==> src/rtl/phy_ctl_pkg.sv <==
// Shared field positions, codes and widths for the PHY control responder.
// Assumes 32-bit quadlets and a 6-bit node number.
package phy_ctl_pkg;
    localparam int QW       = 32;
    localparam int NODE_W   = 6;
    localparam logic [NODE_W-1:0] NODE_BCAST = 6'd63;

    localparam logic [1:0] KIND_EXT  = 2'b00;
    localparam logic [1:0] KIND_LINK = 2'b01;

    localparam logic [3:0] SUB_PING    = 4'd0;
    localparam logic [3:0] SUB_READ    = 4'd1;
    localparam logic [3:0] SUB_CMD     = 4'd8;
    localparam logic [3:0] SUB_RESUME  = 4'd15;
    localparam logic [3:0] SUB_RDREPLY = 4'd3;
    localparam logic [3:0] SUB_CONFIRM = 4'd10;

    typedef enum logic [2:0] {
        OP_PORT_OFF  = 3'd0,
        OP_PORT_ON   = 3'd1,
        OP_SUSP_ON   = 3'd2,
        OP_SUSP_OFF  = 3'd3,
        OP_CLR_FAULT = 3'd4
    } op_e;

    localparam logic [2:0] OP_LAST = 3'd4;
endpackage

==> src/rtl/phy_rx_pair.sv <==
// Pairs received quadlets: the first one is held, and the second must be its
// exact inverse. A good pair yields a one-cycle strobe with the held quadlet.
// Assumes at most one received quadlet per cycle.
module phy_rx_pair
    import phy_ctl_pkg::*;
(
    input  logic          clk,
    input  logic          rst_n,
    input  logic          rx_valid,
    input  logic [QW-1:0] rx_quadlet,
    output logic          pkt_stb,
    output logic [QW-1:0] pkt_word
);
    logic          have_first;
    logic [QW-1:0] held;

    // Alternate between holding a first quadlet and consuming its partner.
    always_ff @(posedge clk) begin
        if (!rst_n) begin
            have_first <= 1'b0;
            held       <= '0;
        end else if (rx_valid) begin
            if (!have_first) begin
                held       <= rx_quadlet;
                have_first <= 1'b1;
            end else begin
                have_first <= 1'b0;
            end
        end
    end

    assign pkt_stb  = rx_valid && have_first && (rx_quadlet == ~held);
    assign pkt_word = held;

    AST_STB_NEEDS_PAIR: assert property (@(posedge clk) disable iff (!rst_n)
        pkt_stb |=> !have_first);
endmodule

==> src/rtl/phy_port_state.sv <==
// Per-port enable and suspend bits plus a fault flag, changed by remote
// commands and resume. Assumes a command and a resume never coincide.
module phy_port_state
    import phy_ctl_pkg::*;
#(
    parameter int NPORTS = 3
)(
    input  logic              clk,
    input  logic              rst_n,
    input  logic              cmd_stb,
    input  logic [3:0]        cmd_port,
    input  logic [2:0]        cmd_op,
    input  logic              resume_stb,
    input  logic              fault_set,
    output logic              cmd_bad,
    output logic [NPORTS-1:0] port_en,
    output logic [NPORTS-1:0] port_susp,
    output logic              fault
);
    logic cmd_ok;

    assign cmd_bad = (int'(cmd_port) >= NPORTS) || (cmd_op > OP_LAST);
    assign cmd_ok  = cmd_stb && !cmd_bad;

    for (genvar g = 0; g < NPORTS; g++) begin : g_port
        logic sel;
        assign sel = cmd_ok && (int'(cmd_port) == g);

        // Update the enable and suspend bits of one port.
        always_ff @(posedge clk) begin
            if (!rst_n) begin
                port_en[g]   <= 1'b1;
                port_susp[g] <= 1'b0;
            end else begin
                if (resume_stb)
                    port_susp[g] <= 1'b0;
                if (sel) begin
                    case (cmd_op)
                        OP_PORT_OFF: port_en[g]   <= 1'b0;
                        OP_PORT_ON:  port_en[g]   <= 1'b1;
                        OP_SUSP_ON:  port_susp[g] <= 1'b1;
                        OP_SUSP_OFF: port_susp[g] <= 1'b0;
                        default: ;
                    endcase
                end
            end
        end
    end

    // Sticky fault flag: set by the input, cleared by a legal clear command.
    always_ff @(posedge clk) begin
        if (!rst_n)
            fault <= 1'b0;
        else if (fault_set)
            fault <= 1'b1;
        else if (cmd_ok && cmd_op == OP_CLR_FAULT)
            fault <= 1'b0;
    end

    AST_BAD_KEEPS_STATE: assert property (@(posedge clk) disable iff (!rst_n)
        (cmd_stb && cmd_bad && !fault_set) |=> ($stable(port_en) && $stable(port_susp) && $stable(fault)));
    AST_RESUME_CLEARS: assert property (@(posedge clk) disable iff (!rst_n)
        resume_stb |=> (port_susp == '0));
    AST_FAULT_SETS: assert property (@(posedge clk) disable iff (!rst_n)
        fault_set |=> fault);
endmodule

==> src/rtl/phy_reply_tx.sv <==
// Sends up to MAXW reply words, each followed by its inverse, on a
// valid/ready stream. For a ping, bits [7:0] of word 0 carry the number of
// cycles that word was stalled. Assumes load is ignored while busy.
module phy_reply_tx
    import phy_ctl_pkg::*;
#(
    parameter int MAXW = 3
)(
    input  logic                          clk,
    input  logic                          rst_n,
    input  logic                          load,
    input  logic [MAXW*QW-1:0]            words,
    input  logic [$clog2(MAXW+1)-1:0]     count,
    input  logic                          stamp,
    input  logic                          ready,
    output logic                          valid,
    output logic [QW-1:0]                 quadlet
);
    localparam int CW = $clog2(MAXW + 1);
    localparam int IW = (MAXW > 1) ? $clog2(MAXW) : 1;

    logic [QW-1:0] wbuf [MAXW];
    logic [CW-1:0] rem;
    logic [IW-1:0] idx;
    logic          phase;
    logic          stamp_q;
    logic [7:0]    wait_cnt;
    logic [QW-1:0] cur;

    // Load a reply, step through word/inverse pairs, count stall cycles.
    always_ff @(posedge clk) begin
        if (!rst_n) begin
            valid    <= 1'b0;
            rem      <= '0;
            idx      <= '0;
            phase    <= 1'b0;
            stamp_q  <= 1'b0;
            wait_cnt <= '0;
            for (int i = 0; i < MAXW; i++) wbuf[i] <= '0;
        end else if (load && !valid) begin
            for (int i = 0; i < MAXW; i++) wbuf[i] <= words[i*QW +: QW];
            rem      <= count;
            idx      <= '0;
            phase    <= 1'b0;
            stamp_q  <= stamp;
            wait_cnt <= '0;
            valid    <= 1'b1;
        end else if (valid) begin
            if (ready) begin
                if (!phase) begin
                    phase <= 1'b1;
                end else begin
                    phase <= 1'b0;
                    rem   <= rem - 1'b1;
                    if (rem == CW'(1))
                        valid <= 1'b0;
                    else
                        idx <= idx + 1'b1;
                end
            end else if (idx == '0 && !phase && wait_cnt != 8'hFF) begin
                wait_cnt <= wait_cnt + 1'b1;
            end
        end
    end

    // Current word, with the stall count placed into word 0 of a ping.
    always_comb begin
        cur = wbuf[idx];
        if (stamp_q && idx == '0)
            cur[7:0] = wait_cnt;
    end

    assign quadlet = phase ? ~cur : cur;

    AST_HOLD_UNTIL_TAKEN: assert property (@(posedge clk) disable iff (!rst_n)
        (valid && !ready) |=> valid);
    AST_INVERSE_FOLLOWS: assert property (@(posedge clk) disable iff (!rst_n)
        (valid && ready && !phase) |=> (valid && quadlet == ~$past(quadlet)));
endmodule

==> src/rtl/phy_ctl_responder.sv <==
// Top of the PHY control packet responder: validates packet pairs, matches
// the target node, updates link-on and port state, and queues one reply.
// Assumes the register file read port answers in the same cycle.
module phy_ctl_responder
    import phy_ctl_pkg::*;
#(
    parameter int NPORTS = 3,
    parameter int NSELF  = 3
)(
    input  logic                  clk,
    input  logic                  rst_n,
    input  logic [5:0]            node_id,
    input  logic                  rx_valid,
    input  logic [31:0]           rx_quadlet,
    input  logic [NSELF*32-1:0]   selfid_words,
    output logic [3:0]            reg_addr,
    input  logic [7:0]            reg_data,
    input  logic                  fault_set,
    output logic                  reply_valid,
    input  logic                  reply_ready,
    output logic [31:0]           reply_quadlet,
    output logic                  link_on,
    output logic [NPORTS-1:0]     port_en,
    output logic [NPORTS-1:0]     port_susp,
    output logic                  fault,
    output logic [7:0]            drop_count
);
    localparam int CW = $clog2(NSELF + 1);

    logic          pkt_stb;
    logic [QW-1:0] pkt;
    logic          hit, is_ext;
    logic          is_ping, is_read, is_cmd, is_resume;
    logic          req, accept;
    logic          cmd_bad;
    logic [QW-1:0] one_word;
    logic [NSELF*QW-1:0] load_words;
    logic [CW-1:0] load_count;

    phy_rx_pair u_rx (
        .clk        (clk),
        .rst_n      (rst_n),
        .rx_valid   (rx_valid),
        .rx_quadlet (rx_quadlet),
        .pkt_stb    (pkt_stb),
        .pkt_word   (pkt)
    );

    assign hit       = pkt_stb && (pkt[29:24] == node_id) && (pkt[29:24] != NODE_BCAST);
    assign is_ext    = hit && (pkt[31:30] == KIND_EXT);
    assign is_ping   = is_ext && (pkt[21:18] == SUB_PING);
    assign is_read   = is_ext && (pkt[21:18] == SUB_READ);
    assign is_cmd    = is_ext && (pkt[21:18] == SUB_CMD);
    assign is_resume = is_ext && (pkt[21:18] == SUB_RESUME);
    assign req       = is_ping || is_read || is_cmd;
    assign accept    = req && !reply_valid;
    assign reg_addr  = pkt[17:14];

    phy_port_state #(.NPORTS(NPORTS)) u_ports (
        .clk        (clk),
        .rst_n      (rst_n),
        .cmd_stb    (accept && is_cmd),
        .cmd_port   (pkt[17:14]),
        .cmd_op     (pkt[2:0]),
        .resume_stb (is_resume),
        .fault_set  (fault_set),
        .cmd_bad    (cmd_bad),
        .port_en    (port_en),
        .port_susp  (port_susp),
        .fault      (fault)
    );

    // Build the reply words for whichever request was accepted.
    always_comb begin
        if (is_read)
            one_word = {2'b00, node_id, 2'b00, SUB_RDREPLY, pkt[17:14], 6'd0, reg_data};
        else
            one_word = {2'b00, node_id, 2'b00, SUB_CONFIRM, pkt[17:14], 10'd0, cmd_bad, pkt[2:0]};
        load_words       = '0;
        load_words[31:0] = one_word;
        load_count       = CW'(1);
        if (is_ping) begin
            load_words = selfid_words;
            load_count = CW'(NSELF);
        end
    end

    phy_reply_tx #(.MAXW(NSELF)) u_tx (
        .clk     (clk),
        .rst_n   (rst_n),
        .load    (accept),
        .words   (load_words),
        .count   (load_count),
        .stamp   (is_ping),
        .ready   (reply_ready),
        .valid   (reply_valid),
        .quadlet (reply_quadlet)
    );

    // Sticky link-on flag for a matching link-on packet.
    always_ff @(posedge clk) begin
        if (!rst_n)
            link_on <= 1'b0;
        else if (hit && pkt[31:30] == KIND_LINK)
            link_on <= 1'b1;
    end

    // Saturating count of requests refused while a reply is pending.
    always_ff @(posedge clk) begin
        if (!rst_n)
            drop_count <= '0;
        else if (req && reply_valid && drop_count != 8'hFF)
            drop_count <= drop_count + 1'b1;
    end

    AST_LINK_STICKY: assert property (@(posedge clk) disable iff (!rst_n)
        link_on |=> link_on);
    AST_NO_BCAST_MATCH: assert property (@(posedge clk) disable iff (!rst_n)
        $rose(link_on) |-> ($past(node_id) != NODE_BCAST));
    AST_DROP_ONLY_BUSY: assert property (@(posedge clk) disable iff (!rst_n)
        !reply_valid |=> $stable(drop_count));
endmodule

==> config.mk <==
export PLATFORM = sky130hd
export DESIGN_NAME = phy_ctl_responder
export DESIGN_NICKNAME = d
export VERILOG_FILES = /design/src/rtl/phy_ctl_pkg.sv /design/src/rtl/phy_rx_pair.sv /design/src/rtl/phy_port_state.sv /design/src/rtl/phy_reply_tx.sv /design/src/rtl/phy_ctl_responder.sv
export SDC_FILE = /design/constraint.sdc
export NUM_CORES = 1
export LEC_CHECK = 0
export BUFFER_PORTS_ARGS = -buffer_cell sky130_fd_sc_hd__buf_4
export CAP_MARGIN = 20
export CORE_MARGIN = 4
export CORE_UTILIZATION = 35
export CTS_CLUSTER_SIZE = 40
export DETAILED_ROUTE_END_ITERATION = 8
export SLEW_MARGIN = 40
export SYNTH_ARGS = -nofsm -noshare
export SYNTH_HDL_FRONTEND = slang
export SYNTH_SLANG_ARGS = --single-unit
==> constraint.sdc <==
create_clock -name clk -period 5.36 [get_ports clk]
set_input_delay 1.072 -clock clk [delete_from_list [all_inputs] [get_ports clk]]
set_output_delay 1.072 -clock clk [all_outputs]
set_load 0.1 [all_outputs]
==> results_dict.tcl, run 1 <==
set metrics [dict create \
    outcome "finished, final reports clean" \
    worstSetupEndpointType "flip-flop" \
    relSlewSlack_pct 46.9 \
    rr_startpoint "u_rx.pkt_word[18]" \
    cap_viol_max_count 0 \
    first_pass_iters 5 \
    tns_ns 0 \
    clk_latency_ns 0.42 \
    ctsHoldBuffers 0 \
    async_flop_share_pct 0 \
    crit_chain "buf_4, xnor2_1, nor4_1, nand4b_1, nor4_4, and3_2, buf_12, and2_1" \
    synth_area_um2 8220 \
    cts.path.max_buffers 2 \
    path_max_fanout 41 \
    fmax_mhz 263 \
    ys.flop_type "edfxtp_1" \
    rsz0062_at_grt "false" \
    cts.htree.levels 4 \
    period_needed_ns 3.80 \
    ys_ff_latch 162 \
    r2r_end "u_tx.wbuf[2][25]" \
    route.met3.wl_um 1250 \
    critical_path_class "input pin to flip-flop" \
    grt_max_degree 70 \
    initial_utilization_pct 36.0 \
    synthDistinctLibCells 53 \
    wl_met1_um 9780 \
    ys_top_cells_by_count "115 x nand2_1, 96 x edfxtp_1, 76 x and2_1, 66 x dfxtp_1, 61 x mux2i_1" \
    synth_top_area_share_pct 35.1 \
    cp-endpoint "u_tx.wbuf[2][25]" \
    track_usage_pct 16.5 \
    slowest_delay_ns 0.73 \
    layout.nets 1132 \
    dp_cells 1275 \
    final_cells 1307 \
    synth_edf_count 96 \
    place.gp.congestion 0.842 \
    crit_required_ns 5.65 \
    cpLargestDelayFamily "simple AND/OR/NAND/NOR gates" \
    synth_top_cell_by_area "edfxtp_1" \
    drt_drc_violations_left 0 \
    critPathArrivalTime_ns 4.09 \
    ys_seq_area_share_pct 51.2 \
    synthTopCellsByArea "edfxtp_1 35%, dfxtp_1 16%, mux2i_1 7.4%, and2_1 5.8%, nand2_1 5.3%" \
    peakVddDrop_mv 0.218 \
    period_share_pct 70.8 \
    post-cts-setup-buffers 0 \
    max_slew.worst_pin.slew_ns 0.789 \
    diodes 0 \
    syn2layout_area_growth_pct 28.6 \
    numPortBuffers 199 \
    p_leak_nw 4.04 \
    root_buffer "clkbuf_16" \
    finalPower_mw 3.10 \
    worstRegToRegCells 7 \
    drt_iter0_markers 481 \
    rows 55 \
    crit_start "rx_quadlet[6]" \
    overflow 0 \
    syn_avg_cell_area_um2 10.1 \
    final_core_util_pct 46.3 \
    die-area_um2 26000 \
    via_count 6356 \
    drive_gt1_share_pct 25.7 \
    cts_resized 0 \
    yosysWarningCount 0 \
    dp_hpwl_um 16000 \
    syn_nets 963 \
    wire_per_inst_um 16.7 \
    grt_pass1_vias 6211 \
    fin_skew_ns 0.0115 \
    crit_buf_inv 2 \
    crit_cells 8 \
    crit_slowest_cell "and3_2" \
    core_um2 22800 \
    num_io_pins 200 \
    antenna_found_initial 0 \
    ff2ff_setup_slack_ns 1.84 \
    cts_tree "yes" \
    wl_um 21800 \
    cts_buffers 17 \
    start_kind "input pin" \
    routed.top_layer "met4" \
    path_clk_slew_ns 0.07 \
    die_w_um 161 \
    hold_path_class "flip-flop to flip-flop" \
    final_max_slew_viol_count 0 \
    cts_sinks 162 \
    yosysMostFrequentCell "nand2_1" \
    finalSetupViolCount 0 \
    met2_length_um 10700 \
    fp.dieH_um 161 \
    synth_cells 812 \
    power.density_nw_per_um2 293 \
    grt_pass1_wl_um 34000 \
    vias_per_cell 4.86 \
    hold_viol 0 \
    ant_nets 0 \
]
[routing by layer]
metal	vias to the layer above	global-route usage [%]
met5	-	0
met4	0	3.49
met3	12	3.55
met2	195	27.5
met1	2985	22.2
li1	3164	-
[cell type report]
type / instances / area (um^2)
Clock buffer: 17 / 425
Clock inverter: 15 / 221
Fill cell: 2210 / 12300
Inverter: 7 / 26.3
Multi-Input combinational cell: 587 / 3720
Sequential cell: 162 / 4210
Tap cell: 313 / 392
Timing Repair Buffer: 206 / 1570
[where the power goes]
part / internal, mW / leakage [nW] / total [mW] / switching, mW
registers: 1.36 / 1.46 / 1.40 / 0.0332
logic: 0.140 / 2.26 / 0.358 / 0.218
clock network: 0.797 / 0.316 / 1.34 / 0.546
total: 2.30 / 4.04 / 3.10 / 0.797
[through the flow]
step | instance area [um^2] | setup WS [ns] | hold WS (ns)
after CTS | 10600 | 1.56 | 0.458
final | 10600 | 1.56 | 0.458
after global routing | 10600 | 1.34 | 0.473
after floorplan | 8220 | 0.101 | 0.429
after detailed placement | 9920 | 1.11 | 0.448
after global placement | 9910 | 1.16 | 0.448
[kinds of logic after synthesis]
| group | Yosys count | synth area share [%] |
|---|---|---|
| flops | 162 | 51.2 |
| fa+ha+maj | 4 | 0.609 |
| buf+inv | 63 | 3.81 |
| compound gates | 100 | 6.59 |
| xor+xnor | 76 | 8.19 |
| simple gates | 343 | 21.8 |
| mux | 64 | 7.84 |
[worst min-delay path by stage]
stage                              end         start  cells past startpoint  slack (ns)
after floorplan           u_tx.stamp_q  u_tx.stamp_q                      2        0.43
after global placement    u_tx.stamp_q  u_tx.stamp_q                      2        0.45
after detailed placement  u_tx.stamp_q  u_tx.stamp_q                      2        0.45
after CTS                 u_tx.stamp_q  u_tx.stamp_q                      2        0.46
after global routing      u_tx.stamp_q  u_tx.stamp_q                      2        0.47
final                     u_tx.stamp_q  u_tx.stamp_q                      2        0.46
[worst reg2reg max path: cells and delay by family (launching register included)]
family | cells | cell delay [ns]
xor+xnor | 1 | 0.23
buf+inv | 1 | 0.27
flops | 1 | 0.79
simple gates | 5 | 2.11
[registers in the layout (all words and copies together), names as in the netlist, 2 cells and up, named ones only]
| signal | cells |
|---|---|
| u_tx.wait_cnt | 8 |
| u_tx.wbuf | 96 |
| u_ports.port_en | 3 |
| drop_count | 8 |
| u_rx.pkt_word | 32 |
| u_tx.rem | 2 |
| u_tx.idx | 2 |
| u_ports.port_susp | 3 |
[layout by cell type, fill, tap and decap left out, drive strengths merged, types with 2 or more instances in the layout]
master | Yosys | layout
a21oi | 49 | 49
and2 | 76 | 76
nor2b | 3 | 3
or4 | 4 | 4
dfxtp | 66 | 66
nand4 | 12 | 12
edfxtp | 96 | 96
and3 | 4 | 4
buf | 22 | 206
nor3 | 13 | 13
clkbuf | 34 | 17
xnor2 | 28 | 28
o21ai | 36 | 36
nand4b | 5 | 5
o21a | 2 | 2
clkinv | 1 | 5
ha | 4 | 4
a31oi | 2 | 2
nor4 | 17 | 17
nand3 | 13 | 13
a211oi | 4 | 4
o31ai | 2 | 2
nand2 | 115 | 115
nor2 | 50 | 50
nor3b | 2 | 2
inv | 6 | 13
nor4b | 2 | 2
or3 | 5 | 5
nand3b | 4 | 4
nand2b | 7 | 7
mux2i | 61 | 61
and4 | 6 | 6
mux2 | 3 | 3
xor2 | 48 | 48
bufinv | 0 | 4
Power figures use the tool's default switching activity.
==> run 2: changes to the inputs <==
- clock period: 5.36 -> 4 ns (I/O delays scaled with it)
==> results_dict.tcl, run 2 (synthesis gave the netlist of run 1 again) <==
set metrics [dict create \
    hold_viol 0 \
    period_needed_ns 3.21 \
    finalPower_mw 4.01 \
    core_um2 22800 \
    crit_required_ns 3.20 \
    dp_cells 1277 \
    overflow 0 \
    clk_latency_ns 0.43 \
    drive_gt1_share_pct 25.8 \
    final_cells 1309 \
    max_slew.worst_pin.slew_ns 0.778 \
    peakVddDrop_mv 0.273 \
    drt_iter0_markers 463 \
    rows 55 \
    fin_skew_ns 0.0167 \
    rsz0062_at_grt "false" \
    cts_sinks 162 \
    wire_per_inst_um 16.9 \
    largest_register_ffs 96 \
    worstRegToRegCells 7 \
    crit_buf_inv 2 \
    start_kind "flip-flop" \
    antenna_found_initial 0 \
    final_max_slew_viol_count 0 \
    critPathArrivalTime_ns 2.41 \
    final_core_util_pct 46.1 \
    critPathMostFrequentCell "buf_4" \
    hold_path_class "flip-flop to flip-flop" \
    die_w_um 161 \
    cts_resized 0 \
    cts.path.max_buffers 2 \
    hp-start "u_tx.stamp_q" \
    crit_slowest_cell "dfxtp_2" \
    num_io_pins 200 \
    critical_path_class "flip-flop to output pin" \
    dp_hpwl_um 16100 \
    first_pass_iters 5 \
    mostFrequentLayoutCells "206 x buf_4, 114 x nand2_1, 96 x edfxtp_1" \
    hold_depth 2 \
    period_share_pct 80.2 \
    top_register "u_tx.wbuf" \
    drt_drc_violations_left 0 \
    fp.dieH_um 161 \
    power.density_nw_per_um2 381 \
    tns_ns 0 \
    diodes 0 \
    numPortBuffers 199 \
    finalSetupViolCount 0 \
    ctsHoldBuffers 0 \
    vias_per_cell 4.83 \
    path_max_fanout 18 \
    post-cts-setup-buffers 0 \
    p_leak_nw 4.03 \
    track_usage_pct 16.9 \
    cts_tree "yes" \
    crit_chain "buf_4, mux2i_1, o21ai_0, xor2_1, buf_4" \
    r2r_end "u_tx.wbuf[1][0]" \
    grt_pass1_wl_um 34400 \
    via_count 6320 \
    ant_nets 0 \
    cap_viol_max_count 0 \
    hold_end "u_tx.stamp_q" \
    grt_max_degree 110 \
    postLayoutSetupSlackWorst_ns 0.792 \
    pre_cts_ws_ns 0.652 \
    rr_startpoint "u_rx.pkt_word[18]" \
    root_buffer "clkbuf_16" \
    cts.htree.levels 4 \
    wl_um 22100 \
    worstSetupEndpointType "output pin" \
    layout.nets 1134 \
    fin_area_um2 10500 \
    slowest_delay_ns 0.71 \
    path_clk_slew_ns 0.06 \
    holdWs_ns 0.468 \
    relSlewSlack_pct 48.1 \
    fmax_mhz 312 \
    place.gp.congestion 0.797 \
    final_common_cell "buf_4" \
    post_dp_cell_area_um2 9940 \
    outcome "finished, final reports clean" \
    initial_utilization_pct 36.0 \
    die-area_um2 26000 \
    ff2ff_setup_slack_ns 0.94 \
    syn2layout_area_growth_pct 28.1 \
    grt_pass1_vias 6253 \
    cts_buffers 17 \
    cpLargestDelayFamily "buffers and inverters" \
]
[run 2: how the worst max path moves through the flow]
stage / slack (ns) / start / cells after the start / endpoint
6_report: 0.79 / flip-flop / 5 / reply_quadlet[25]
5_1_grt: 0.58 / flip-flop / 5 / reply_quadlet[25]
4_1_cts: 0.71 / flip-flop / 5 / reply_quadlet[25]
3_5_place_dp: 0.65 / rx_quadlet[6] / 8 / u_tx.wbuf[1][6]
3_3_place_gp: 0.73 / rx_quadlet[6] / 8 / u_tx.wbuf[1][2]
2_1_floorplan: 0.23 / rx_quadlet[6] / 6 / u_tx.wbuf[0][0]
[run 2: worst register-to-register path: stages (launching register included)]
cell and delay [ns]:
dfxtp_1 0.82, xor2_1 0.24, nand4_2 0.21, or4_4 0.57
nor4_4 0.15, and3_2 0.49, buf_12 0.26, and2_1 0.19
[run 2: metal layers]
layer | wire, um | GRT usage [%]
met1 | 9820 | 23.1
met2 | 10500 | 26.9
met3 | 1410 | 4.16
met4 | 312 | 4.69
met5 | 0 | 0
[run 2: cell type report]
cell class	instances	area [um^2]
fillers	2273	12300
clock buffers	19	443
inverters	7	26.3
flip-flops and latches	162	4210
multi-input cells	587	3720
repair buffers	208	1590
clock inverters	13	146
well taps	313	392
[run 2: report_power, final]
group          switching (mW)  internal, mW  leakage [nW]
Clock                   0.705         0.948         0.291
Combinational           0.292         0.188          2.27
Sequential             0.0442          1.83          1.46
==> run 3: changes to the inputs <==
- clock period: 4 -> 2.71 ns (I/O delays scaled with it)
==> results_dict.tcl, run 3 (synthesis gave the netlist of run 1 again) <==
set metrics [dict create \
    vias_per_cell 4.79 \
    final_core_util_pct 48.8 \
    finalSetupViolCount 0 \
    critPathMostFrequentCell "buf_4" \
    grt_pass1_wl_um 34300 \
    diodes 0 \
    fp.dieH_um 161 \
    slowest_delay_ns 0.83 \
    via_count 6430 \
    initial_utilization_pct 36.0 \
    power.share.switching_pct 26.8 \
    rsz0062_at_grt "false" \
    drt_iter0_markers 415 \
    numPortBuffers 199 \
    drive_gt1_share_pct 32.0 \
    relSlewSlack_pct 51.6 \
    cts_buffers 17 \
    postLayoutSetupSlackWorst_ns 0.119 \
    hold_path_class "input pin to flip-flop" \
    wire_per_inst_um 16.5 \
    p_leak_nw 4.22 \
    p_sw_mw 1.57 \
    post-cts-setup-buffers 0 \
    clockPowerShare_pct 40.1 \
    cpLargestDelayFamily "flip-flops" \
    period_needed_ns 2.59 \
    wl_um 22200 \
    cap_viol_max_count 0 \
    grt_max_degree 56 \
    syn2layout_area_growth_pct 35.7 \
    r2r_end "drop_count[4]" \
    critPathArrivalTime_ns 2.05 \
    fillers 2177 \
    final_common_cell "buf_4" \
    cts_sinks 162 \
    dp_hpwl_um 16700 \
    period_share_pct 95.6 \
    max_slew.worst_pin.slew_ns 0.726 \
    hp-start "rx_quadlet[5]" \
    cts.htree.levels 4 \
    place.gp.congestion 0.797 \
    die-area_um2 26000 \
    fmax_mhz 386 \
    num_io_pins 200 \
    layout.nets 1168 \
    power.density_nw_per_um2 525 \
    core_um2 22800 \
    intPower_mw 4.29 \
    top_register "u_tx.wbuf" \
    tns_ns 0 \
    hold_viol 0 \
    clk_latency_ns 0.42 \
    ff2ff_setup_slack_ns 0.29 \
    pwr-share-comb_pct 13.1 \
    drt_drc_violations_left 0 \
    crit_slowest_cell "dfxtp_4" \
    p_seq_share_pct 46.8 \
    antenna_found_initial 0 \
    first_pass_iters 5 \
    critical_path_class "flip-flop to output pin" \
    rows 55 \
    start_kind "flip-flop" \
    root_buffer "clkbuf_16" \
    ant_nets 0 \
    cts_tree "yes" \
    crit_required_ns 2.17 \
    track_usage_pct 16.8 \
    worstRegToRegCells 6 \
    path_max_fanout 23 \
    finalPower_mw 5.86 \
    ctsHoldBuffers 0 \
    pre_cts_ws_ns 0.0130 \
    outcome "finished, final reports clean" \
    crit_buf_inv 2 \
    peakVddDrop_mv 0.348 \
    path_clk_slew_ns 0.07 \
    crit_chain "buf_4, xor2_2, buf_4" \
    die_w_um 161 \
    final_max_slew_viol_count 0 \
    mostFrequentLayoutCells "236 x buf_4, 114 x nand2_1, 96 x edfxtp_1" \
    overflow 0 \
    rr_startpoint "u_rx.pkt_word[29]" \
    hold_end "u_rx.pkt_word[5]" \
    largest_register_ffs 96 \
    worstSetupEndpointType "output pin" \
    cts.path.max_buffers 2 \
    hold_depth 3 \
    fin_skew_ns 0.0119 \
    grt_pass1_vias 6317 \
]
==> run 3: cell count changes in the layout (fill, tap and decap cells not counted), moves of 2 or more <==
cell	delta
inv_4	-3
inv_6	+2
buf_12	+3
dfxtp_2	-2
xor2_1	-32
o21ai_1	+7
buf_4	+30
clkinvlp_4	+4
xor2_2	+25
o21ai_2	+6
xor2_4	+7
o21ai_0	-13
dfxtp_4	+2
==> run 3: power groups by stage <==
stage / clock (mW) / combinational (mW) / sequential, mW
6_report: 2.35 / 0.769 / 2.74
5_1_grt: 2.52 / 0.826 / 2.75
4_1_cts: 2.41 / 0.775 / 2.74
3_5_place_dp: 0 / 0.772 / 2.80
3_3_place_gp: 0 / 0.769 / 2.80
2_1_floorplan: 0 / 0.454 / 2.79
==> run 3: timing repair <==
action,CTS,global route
resized for setup,12,12
endpoints found under the setup margin,24,13
cloned,0,0
==> run 3: metrics by stage <==
stage	cell area [um^2]	hold WS, ns	std cells
final	11200	0.375	1343
after global routing	11200	0.357	1343
after CTS	11100	0.357	1343
after detailed placement	10500	0.451	1311
after global placement	10500	0.446	1311
after floorplan	8550	0.429	812
==> run 3: cell type report <==
class                      count  area, um^2  share of cell area, %
clock inverter                15         149                   1.33
tap                          313         392                   3.51
sequential                   162        4220                   37.8
clock buffer                  17         425                   3.81
timing repair buffer         242        1880                   16.9
inverter                       7        26.3                  0.236
multi-input combinational    587        4070                   36.4
==> run 3: how the worst max path moves through the flow <==
| stage | from | endpoint | slack [ns] | depth (start not counted) |
|---|---|---|---|---|
| floorplan | u_tx.phase | reply_quadlet[10] | -0.23 | 3 |
| global placement | node_id[5] | drop_count[4] | 0.05 | 7 |
| detailed placement | node_id[5] | drop_count[4] | 0.01 | 7 |
| global route | flip-flop | reply_quadlet[11] | 0.006 | 5 |
| CTS | u_tx.idx[0] | reply_quadlet[1] | -0.006 | 6 |
| finish | u_tx.phase | reply_quadlet[13] | 0.12 | 3 |
==> run 3: layer usage <==
metal,track usage [%],up-vias,wire length (um)
li1,-,3208,-
met1,22.3,3019,9900
met2,28.1,191,10800
met3,4.49,12,1330
met4,3.49,0,176
met5,0,-,0
==> run 3: worst register-to-register path, cell delays in order (launching register included) <==
cell	delay, ns
dfxtp_1	0.42
xnor2_1	0.17
nand2_1	0.07
or3b_2	0.46
or4_1	0.67
o31a_1	0.36
o21a_1	0.18
